<file path="src/rtl/winsplit_pkg.sv">
package winsplit_pkg;

    typedef enum logic [1:0] {
        ST_IDLE  = 2'd0,
        ST_RUN   = 2'd1,
        ST_SWEEP = 2'd2,
        ST_FIN   = 2'd3
    } split_state_e;

endpackage

</file>
<file path="src/rtl/winsplit_msb.sv">
// Isolates the highest set bit of a vector and flags a non-zero vector.
module winsplit_msb #(
    parameter int W = 40
) (
    input  logic [W-1:0] vec_i,
    output logic [W-1:0] top_o,
    output logic         any_o
);
    logic [W:0] seen;

    assign seen[W] = 1'b0;

    for (genvar i = W - 1; i >= 0; i--) begin : g_scan
        assign top_o[i] = vec_i[i] & ~seen[i+1];
        assign seen[i]  = seen[i+1] | vec_i[i];
    end

    assign any_o = seen[0];
endmodule

</file>
<file path="src/rtl/winsplit_lsb.sv">
// Isolates the lowest set bit of a vector (zero stays zero).
module winsplit_lsb #(
    parameter int W = 40
) (
    input  logic [W-1:0] vec_i,
    output logic [W-1:0] low_o
);
    assign low_o = vec_i & (~vec_i + {{(W-1){1'b0}}, 1'b1});
endmodule

</file>
<file path="src/rtl/winsplit_step.sv">
// One splitting step: window size, mask and the two stop conditions.
module winsplit_step #(
    parameter int W         = 40,
    parameter int MIN_SHIFT = 16
) (
    input  logic [W-1:0] size_i,
    input  logic [W-1:0] phys_i,
    input  logic [W-1:0] bus_i,
    output logic [W-1:0] win_o,
    output logic [W-1:0] mask_o,
    output logic         small_o,
    output logic         misalign_o,
    output logic         nonzero_o
);
    logic [W-1:0] size_top;
    logic [W-1:0] phys_low;
    logic [W-1:0] cand;

    winsplit_msb #(.W(W)) u_size_top (
        .vec_i (size_i),
        .top_o (size_top),
        .any_o (nonzero_o)
    );

    winsplit_lsb #(.W(W)) u_phys_low (
        .vec_i (phys_i),
        .low_o (phys_low)
    );

    // A zero start isolates to zero, so it adds no alignment bound.
    assign cand = size_top | phys_low;

    winsplit_lsb #(.W(W)) u_pick (
        .vec_i (cand),
        .low_o (win_o)
    );

    assign mask_o     = ~(win_o - {{(W-1){1'b0}}, 1'b1});
    assign small_o    = |win_o[MIN_SHIFT-1:0];
    assign misalign_o = |(bus_i & ~mask_o);
endmodule

</file>
<file path="src/rtl/winsplit_region.sv">
module winsplit_region
    import winsplit_pkg::*;
#(
    parameter int ADDR_W    = 40,
    parameter int NUM_WIN   = 8,
    parameter int MIN_SHIFT = 16,
    localparam int SLOT_W   = $clog2(NUM_WIN),
    localparam int SW_W     = $clog2(NUM_WIN + 1),
    localparam int IDX_W    = SW_W + 1
) (
    input  logic              clk,
    input  logic              rst_n,
    input  logic              start_i,
    input  logic [ADDR_W-1:0] phys_i,
    input  logic [ADDR_W-1:0] bus_i,
    input  logic [ADDR_W-1:0] size_i,
    input  logic [IDX_W-1:0]  first_idx_i,
    input  logic              sweep_i,
    output logic              win_valid_o,
    input  logic              win_ready_i,
    output logic [SLOT_W-1:0] win_idx_o,
    output logic              win_en_o,
    output logic [ADDR_W-1:0] win_match_o,
    output logic [ADDR_W-1:0] win_remap_o,
    output logic [ADDR_W-1:0] win_mask_o,
    output logic              busy_o,
    output logic              done_o,
    output logic              err_o,
    output logic [IDX_W-1:0]  next_idx_o
);
    localparam logic [IDX_W-1:0] SLOTS_I = IDX_W'(NUM_WIN);
    localparam logic [SW_W-1:0]  SLOTS_S = SW_W'(NUM_WIN);
    localparam logic [IDX_W-1:0] IDX_BAD = '1;

    typedef struct packed {
        split_state_e      st;
        logic [ADDR_W-1:0] phys;
        logic [ADDR_W-1:0] bus;
        logic [ADDR_W-1:0] size;
        logic [IDX_W-1:0]  idx;
        logic [SW_W-1:0]   sw;
        logic              sweep;
        logic              err;
    } split_regs_t;

    split_regs_t r_q, r_d;

    logic [ADDR_W-1:0] step_win;
    logic [ADDR_W-1:0] step_mask;
    logic              step_small;
    logic              step_misalign;
    logic              step_nonzero;

    winsplit_step #(.W(ADDR_W), .MIN_SHIFT(MIN_SHIFT)) u_step (
        .size_i     (r_q.size),
        .phys_i     (r_q.phys),
        .bus_i      (r_q.bus),
        .win_o      (step_win),
        .mask_o     (step_mask),
        .small_o    (step_small),
        .misalign_o (step_misalign),
        .nonzero_o  (step_nonzero)
    );

    logic idx_bad;
    logic idx_room;
    logic run_emit;
    logic sweep_emit;
    logic fin_now;
    logic fin_err;

    assign idx_bad    = (r_q.idx == IDX_BAD);
    assign idx_room   = (r_q.idx < SLOTS_I);
    assign run_emit   = (r_q.st == ST_RUN) && !idx_bad && step_nonzero &&
                        idx_room && !step_small && !step_misalign;
    assign sweep_emit = (r_q.st == ST_SWEEP) && (r_q.sw < SLOTS_S);

    // Run ends: invalid index or uncovered size are errors, zero size is not.
    assign fin_now = (r_q.st == ST_RUN) && !run_emit;
    assign fin_err = idx_bad || step_nonzero;

    always_comb begin
        r_d = r_q;
        unique case (r_q.st)
            ST_IDLE: begin
                if (start_i) begin
                    r_d.st    = ST_RUN;
                    r_d.phys  = phys_i;
                    r_d.bus   = bus_i;
                    r_d.size  = size_i;
                    r_d.idx   = first_idx_i;
                    r_d.sweep = sweep_i;
                    r_d.err   = 1'b0;
                    r_d.sw    = '0;
                end
            end
            ST_RUN: begin
                if (fin_now) begin
                    r_d.err = fin_err;
                    if (fin_err) begin
                        r_d.idx = IDX_BAD;
                        r_d.sw  = '0;
                    end else if (r_q.idx >= SLOTS_I) begin
                        r_d.sw  = SLOTS_S;
                    end else begin
                        r_d.sw  = r_q.idx[SW_W-1:0];
                    end
                    r_d.st = r_q.sweep ? ST_SWEEP : ST_FIN;
                end else if (win_ready_i) begin
                    r_d.phys = r_q.phys + step_win;
                    r_d.bus  = r_q.bus + step_win;
                    r_d.size = r_q.size - step_win;
                    r_d.idx  = r_q.idx + 1'b1;
                end
            end
            ST_SWEEP: begin
                if (!sweep_emit) begin
                    r_d.st = ST_FIN;
                end else if (win_ready_i) begin
                    r_d.sw = r_q.sw + 1'b1;
                end
            end
            ST_FIN: begin
                r_d.st = ST_IDLE;
            end
            default: r_d.st = ST_IDLE;
        endcase
    end

    always_ff @(posedge clk or negedge rst_n) begin
        if (!rst_n) begin
            r_q <= '{st: ST_IDLE, phys: '0, bus: '0, size: '0,
                     idx: '0, sw: '0, sweep: 1'b0, err: 1'b0};
        end else begin
            r_q <= r_d;
        end
    end

    assign win_valid_o = run_emit || sweep_emit;
    assign win_en_o    = (r_q.st == ST_RUN);
    assign win_idx_o   = (r_q.st == ST_RUN) ? r_q.idx[SLOT_W-1:0] : r_q.sw[SLOT_W-1:0];
    assign win_match_o = (r_q.st == ST_RUN) ? r_q.phys : '0;
    assign win_remap_o = (r_q.st == ST_RUN) ? r_q.bus : '0;
    assign win_mask_o  = (r_q.st == ST_RUN) ? step_mask : '0;
    assign busy_o      = (r_q.st != ST_IDLE);
    assign done_o      = (r_q.st == ST_FIN);
    assign err_o       = r_q.err;
    assign next_idx_o  = r_q.idx;
endmodule

</file>
<file path="config.mk">
export PLATFORM = sky130hd
export DESIGN_NAME = winsplit_region
export DESIGN_NICKNAME = d
export VERILOG_FILES = /design/src/rtl/winsplit_pkg.sv /design/src/rtl/winsplit_msb.sv /design/src/rtl/winsplit_lsb.sv /design/src/rtl/winsplit_step.sv /design/src/rtl/winsplit_region.sv
export SDC_FILE = /design/constraint.sdc
export NUM_CORES = 1
export LEC_CHECK = 0
export ABC_AREA = 1
export BUFFER_PORTS_ARGS = -buffer_cell sky130_fd_sc_hd__buf_2
export CAP_MARGIN = 0
export CORE_MARGIN = 2
export CORE_UTILIZATION = 30
export CTS_CLUSTER_DIAMETER = 80
export CTS_CLUSTER_SIZE = 14
export DETAILED_ROUTE_END_ITERATION = 10
export GPL_TIMING_DRIVEN = 0
export PLACE_DENSITY = 0.51
export REMOVE_ABC_BUFFERS = 1
export SYNTH_ARGS = -nofsm -noshare
export SYNTH_HDL_FRONTEND = slang
export SYNTH_SLANG_ARGS = --single-unit
export TNS_END_PERCENT = 100
</file>
<file path="constraint.sdc">
create_clock -name clk -period 16.4 [get_ports clk]
set_clock_uncertainty 0.05 [all_clocks]
set_input_delay 4.1 -clock clk [delete_from_list [all_inputs] [get_ports clk]]
set_output_delay 4.1 -clock clk [all_outputs]
set_load 0.01 [all_outputs]
</file>
* Word level (Yosys, flattened, before mapping)
Cells that the tools add are included.
** Storage, ports and cells
- Flip-flop bits (word level) :: 133
- Bits in latches :: 0
- RAM bits :: 0
- Bits in read-only memories :: 0
- Input port bits :: 130
- Output and inout bits :: 133
- Logic and storage cells :: 204
- Memories :: 0
** Operators by class
- Add/sub/neg operators :: 8
- Multiply operators :: 0
- Divide/modulo/power cells :: 0
- $lt $le $gt $ge :: 3
- Equal/unequal tests :: 13
- Shifts and indexed selects :: 0
- Multiplexer cells :: 22
- Bitwise logic cells :: 125
- Reduce and logical (&&, ||, !) cells :: 25
** Operator list (count)
- 125-bit case mux with 2 select lines :: 1
- 40-bit NOT :: 4
- 133-bit two-way mux :: 1
- 125-bit two-way mux :: 1
- 40-bit AND :: 3
- 120-bit two-way mux :: 1
- 40-bit two-way mux :: 3
- 40-bit by 1-bit adder with 40-bit output, second input constant :: 2
- 40-bit adder :: 2
- 40-bit OR :: 1
- 40-bit OR reduction :: 1
- 40-bit by 1-bit subtractor with 40-bit output, second input constant :: 1
- 40-bit subtractor :: 1
- 1-bit AND :: 39
- 1-bit NOT :: 39
- 1-bit OR :: 39
- 4-bit two-way mux :: 5
- 16-bit OR reduction :: 1
- 2-bit != test, second input constant :: 6
- 4-bit case mux with 3 select lines :: 1
- 5-bit two-way mux :: 2
- 2-bit case mux with 4 select lines :: 1
- 4-bit AND reduction :: 2
- 1-bit logical AND :: 7
- 22 further kinds :: 32

* Depth between registers and ports, before layout
- Word-level depth :: 55
- Depth in mapped cells :: 48
- Gate-level depth less buffers :: 47

* Cells and area by module
From an unflattened synthesis, not the netlist that was laid out.
** Unflattened totals
- Cells, all modules :: 3782
- Area total of the unflattened synthesis :: 20269.4 um^2
** Modules (own cells, without submodules)
- winsplit_region :: instances 1, cells an instance 2847, area each 15885.2 um^2, seq. area each 3328.2 um^2
- winsplit_step :: instances 1, cells an instance 432, area each 2031.9 um^2, seq. area each 0.0 um^2
- winsplit_lsb :: instances 2, cells an instance 191, area each 862.1 um^2, seq. area each 0.0 um^2
- winsplit_msb :: instances 1, cells an instance 121, area each 628.1 um^2, seq. area each 0.0 um^2

* Worst setup path after synthesis
OpenSTA, ideal clock, no wires.
- Path kind :: reg-to-output
- From :: register r_q[49] (netlist name)
- To :: output port win_valid_o
- Data arrival time :: 3.963 ns
- Data required time :: 12.250 ns
- Path slack :: 8.287 ns
- Cell stages (with the launch flop) :: 34
- Path buffers :: 0
- Path through :: dfrtp_1 > nor2_2 > nand4_1 > nor2_2 > nand4_2 > nor2_4 > nand4_2 > nor2_4 > nand4_2 > nor2_4 > nand4_2 > nor2_4 > nand4_2 > nor2_4 > nand4_2 > nor2_4 > nand4_2 > nor2_4 > nand4_4 > nor2_2 > nand3_2 > nand2_4 > inv_4 > nand2_2 > nor2_2 > nand2_2 > nor2_1 > nand2_1 > nand2_1 > nor2_1 > nand2_1 > nor2_2 > nand4_4 > nand2_1
** On the way
- Word-level cells in the longest chain between the ends :: 52
- Elaborated cells on any way between the ends :: 133
- Classes of those cells :: 2 x add/sub; 122 x bitwise; 9 x reduce/logical
** RTL lines
- start, declared :: line winsplit_region.sv:46 : split_regs_t r_q, r_d;
- start signal, assigned :: line winsplit_region.sv:132 : r_q <= '{st: ST_IDLE, phys: '0, bus: '0, size: '0,
- start signal, assigned :: line winsplit_region.sv:135 : r_q <= r_d;
- 1-bit OR (38 in series) :: line winsplit_msb.sv:15 : assign seen[i] = seen[i+1] | vec_i[i];
- 1-bit NOT :: line winsplit_msb.sv:14 : assign top_o[i] = vec_i[i] & ~seen[i+1];
- 1-bit AND :: line winsplit_msb.sv:14
- 40-bit OR :: line winsplit_step.sv:31 : assign cand = size_top | phys_low;
- 40-bit NOT :: line winsplit_lsb.sv:8 : assign low_o = vec_i & (~vec_i + {{(W-1){1'b0}}, 1'b1});
- 40-bit by 1-bit adder with 40-bit output :: line winsplit_lsb.sv:8
- 40-bit AND :: line winsplit_lsb.sv:8
- 40-bit by 1-bit subtractor with 40-bit output :: line winsplit_step.sv:38 : assign mask_o = ~(win_o - {{(W-1){1'b0}}, 1'b1});
- 40-bit NOT :: line winsplit_step.sv:38
- 40-bit NOT :: line winsplit_step.sv:40 : assign misalign_o = |(bus_i & ~mask_o);
- 40-bit AND :: line winsplit_step.sv:40
- 40-bit OR reduction :: line winsplit_step.sv:40
- 1-bit zero test :: line winsplit_region.sv:75 : idx_room && !step_small && !step_misalign;
- 1-bit logical AND * :: line winsplit_region.sv:75
- 1-bit logical OR * :: line winsplit_region.sv:139 : assign win_valid_o = run_emit || sweep_emit;
- end, declared :: line winsplit_region.sv:19 : output logic win_valid_o,
Every way passes the cells marked *; elsewhere a longest branch is shown, timed or not.

* Final worst setup path
Same ends and word-level chain as after synthesis.

==> impl_metrics.yaml <==
finish:
  drive_gt1_frac: 0.1072
  area_delta_synth_final_pct: 15.45
  nets: 3673
  post-route-util: 0.3512
  layout_common_cells: "nand2_1 (975), inv_1 (500), nor2_1 (407), buf_2 (261), a21oi_1 (224)"
  layout_commonest_cell: "nand2_1"
synth:
  yosys_warnings: 0
  synth_area_leader_cell: "nand2_1"
  ys_top_cells_by_area: "nand2_1 (20%), dfrtp_1 (18%), inv_1 (10%), nor2_1 (8.5%), ha_1 (8.3%)"
  synthCells: 3206
  ys_seq_area_frac: 0.1847
  synthesis.area_um2: 18020
  postSynthAreaPerCell_um2: 5.621
  synth-seq-cells: 133
  synth.top_cell.area_share: 0.2031
  synth_flop_cell: "dfrtp_1"
  netlist-cell-type-count: 57
  synth_edf_count: 0
  async_reset_ff_frac: 1.000
grt:
  antenna_found_initial: 0
  grt_pass1_vias: 20700
  grt_pass1_wl_um: 129700
  grt_max_degree: 97
  grt-ovfl-total: 0
  grt_usage: 0.2791
clock_tree:
  postCtsHoldBufs: 0
  cts.sinks: 133
  cts_resized: 0
  cts_buffer_depth: 2
  path_clk_slew_ns: 0.07
  cts_tree: "built"
  cts_buffers: 17
  cts_root_buffer: "clkbuf_16"
  insertion_delay_ns: 0.52
  post_cts_buffers: 0
  cts_htree_levels: 4
run:
  drv_cap: 0
worst_setup_path:
  cp.arrival_ns: 5.96
  path_max_fanout: 9
  end_kind: "primary output"
  worst_path_largest_cell_delay_ns: 0.47
  worstPathRequired_ns: 12.25
  rr_startpoint: "r_q[91]$_DFFE_PN0P_"
  r2r_end: "r_q[46]$_DFFE_PN0P_"
  start_kind: "register"
  slowest_stage: "dfrtp_1"
  rr_worst_depth: 45
  reg2reg_slack_ns: 8.79
  worst-setup-path-type: "reg2out"
placed_design:
  hpwl_um: 72990
  routabilityCongestion: 1.006
  port_buffers: 262
sta:
  clock.fmax_mhz: 98.87
  hold_viol: 0
  timing.final.crit_period_ns: 10.11
  final-setup-viol-count: 0
  timing.slew.headroom: 0.05603
  rsz0062_at_grt: "false"
  min_period_over_period: 0.6167
  drv_slew: 0
  worst_slew_pin_slew_ns: 1.405
floorplanning:
  start_util: 0.3042
  die_h_um: 249.1
  io_pins: 263
  dieArea_um2: 62040
  die_x_um: 249.1
  fp.coreArea_um2: 59240
  num_rows: 89
drt:
  routed_wl_um: 88400
  drtIter0Drc: 1952
  first_pass_iters: 6
  vias_per_cell: 5.207
  post_drt_wl_per_cell_um: 21.01
  final_antenna_net_count: 0
  drc_errors: 0
  vias: 21910
power_and_ir_drop:
  finalPower_mw: 4.028
  p_per_area_nw_per_um2: 193.6
  leakagePower_nw: 11.73
  peakVddDrop_mv: 0.1610
hold_path:
  hold_start: "err_o$_DFFE_PN0P_"
  hold_path.class: "reg2reg"
  hold-path-endpoint: "err_o$_DFFE_PN0P_"
  whs_path_depth: 2
status:
  status: "finished clean"
-- routing by layer --
metal / vias to the layer above / share of wire / GRT usage
li1: 10850 / - / -
met1: 10240 / 0.46 / 0.3832
met2: 713 / 0.44 / 0.4347
met3: 115 / 0.061 / 0.04619
met4: 0 / 0.038 / 0.1120
met5: - / 0 / 0
-- registers in the layout, indices dropped and copies added (netlist names) --
signal	flops
r_q	127
next_idx_o	5
err_o	1
-- worst max path at each step --
stage                                    start                   to  slack (ns)  cells past startpoint
final                      r_q[49]$_DFFE_PN0P_          win_valid_o        6.29                     32
after global routing       r_q[91]$_DFFE_PN0P_          win_valid_o        5.73                     36
after CTS                  r_q[49]$_DFFE_PN0P_          win_valid_o        6.29                     32
after detailed placement   r_q[49]$_DFFE_PN0P_          win_valid_o        6.86                     32
after global placement    r_q[132]$_DFFE_PN0P_  r_q[20]$_DFFE_PN0P_       -2.56                     10
after floorplan           r_q[132]$_DFFE_PN0P_       win_mask_o[10]        4.23                      4
-- cell type report --
type | instances | area (µm²)
flip-flops and latches | 133 | 3328
well taps | 773 | 967.2
diodes | 1 | 2.502
clock buffers | 17 | 425.4
inverters | 507 | 1914
multi-input cells | 2489 | 12450
clock inverters | 14 | 153.9
fillers | 6840 | 38440
repair buffers | 274 | 1560
-- synthesized netlist by cell type (all sizes together) (3+ instances only) --
cell type,instances
nand3,207
a31oi,8
a22o,10
nand3b,12
a21o,3
o22ai,6
inv,506
nor4,15
a211oi,11
a32oi,3
buf,36
xor2,24
nor3b,5
or2,4
dfrtp,133
nand4,82
o211ai,3
o21bai,4
ha,119
o31ai,12
nor2,429
a32o,4
clkbuf,41
nor3,59
o21ai,220
o21a,6
a21oi,224
a22oi,18
nand2,983
-- worst max-delay path: cells and delay by family, from the launching register on --
family | cells | cell delay, ns
AO/OA/AOI/OAI | 1 | 0.10
buffers and inverters | 1 | 0.14
flip-flops | 1 | 0.47
AND/OR/NAND/NOR | 30 | 4.72
-- cells by family (layout without fill, tap and decap cells) --
| logic type | count (synthesis) | after routing | synth area share |
|---|---|---|---|
| and+or+nand+nor | 1798 | 1798 | 0.4236 |
| buffers and inverters | 584 | 812 | 0.1273 |
| AOI/OAI and AO/OA | 543 | 543 | 0.1663 |
| DFF | 133 | 133 | 0.1847 |
| adders and majority gates | 121 | 121 | 0.08485 |
| xor gates and xnor gates | 26 | 26 | 0.01264 |
| muxes | 1 | 1 | 0.0005555 |
| other | 0 | 1 | 0 |
-- where the power goes --
group / internal (mW) / switching [mW]
registers: 0.464 / 0.256
clock network: 0.223 / 0.187
logic: 0.844 / 2.05
total: 1.53 / 2.50
-- stage by stage --
step	hold slack, ns	TNS [ns]	instances	instance area (µm²)	setup slack, ns
after floorplan	0.4307	0	3129	17630	4.230
final	0.4483	0	4208	20800	6.286
after detailed placement	0.4252	0	4176	20220	6.858
after global routing	0.5056	0	4207	20800	5.727
after global placement	0.4269	-249.71	4164	19910	-2.556
after CTS	0.4438	0	4207	20800	6.289
Note: power is estimated with default switching activity, not from simulation.
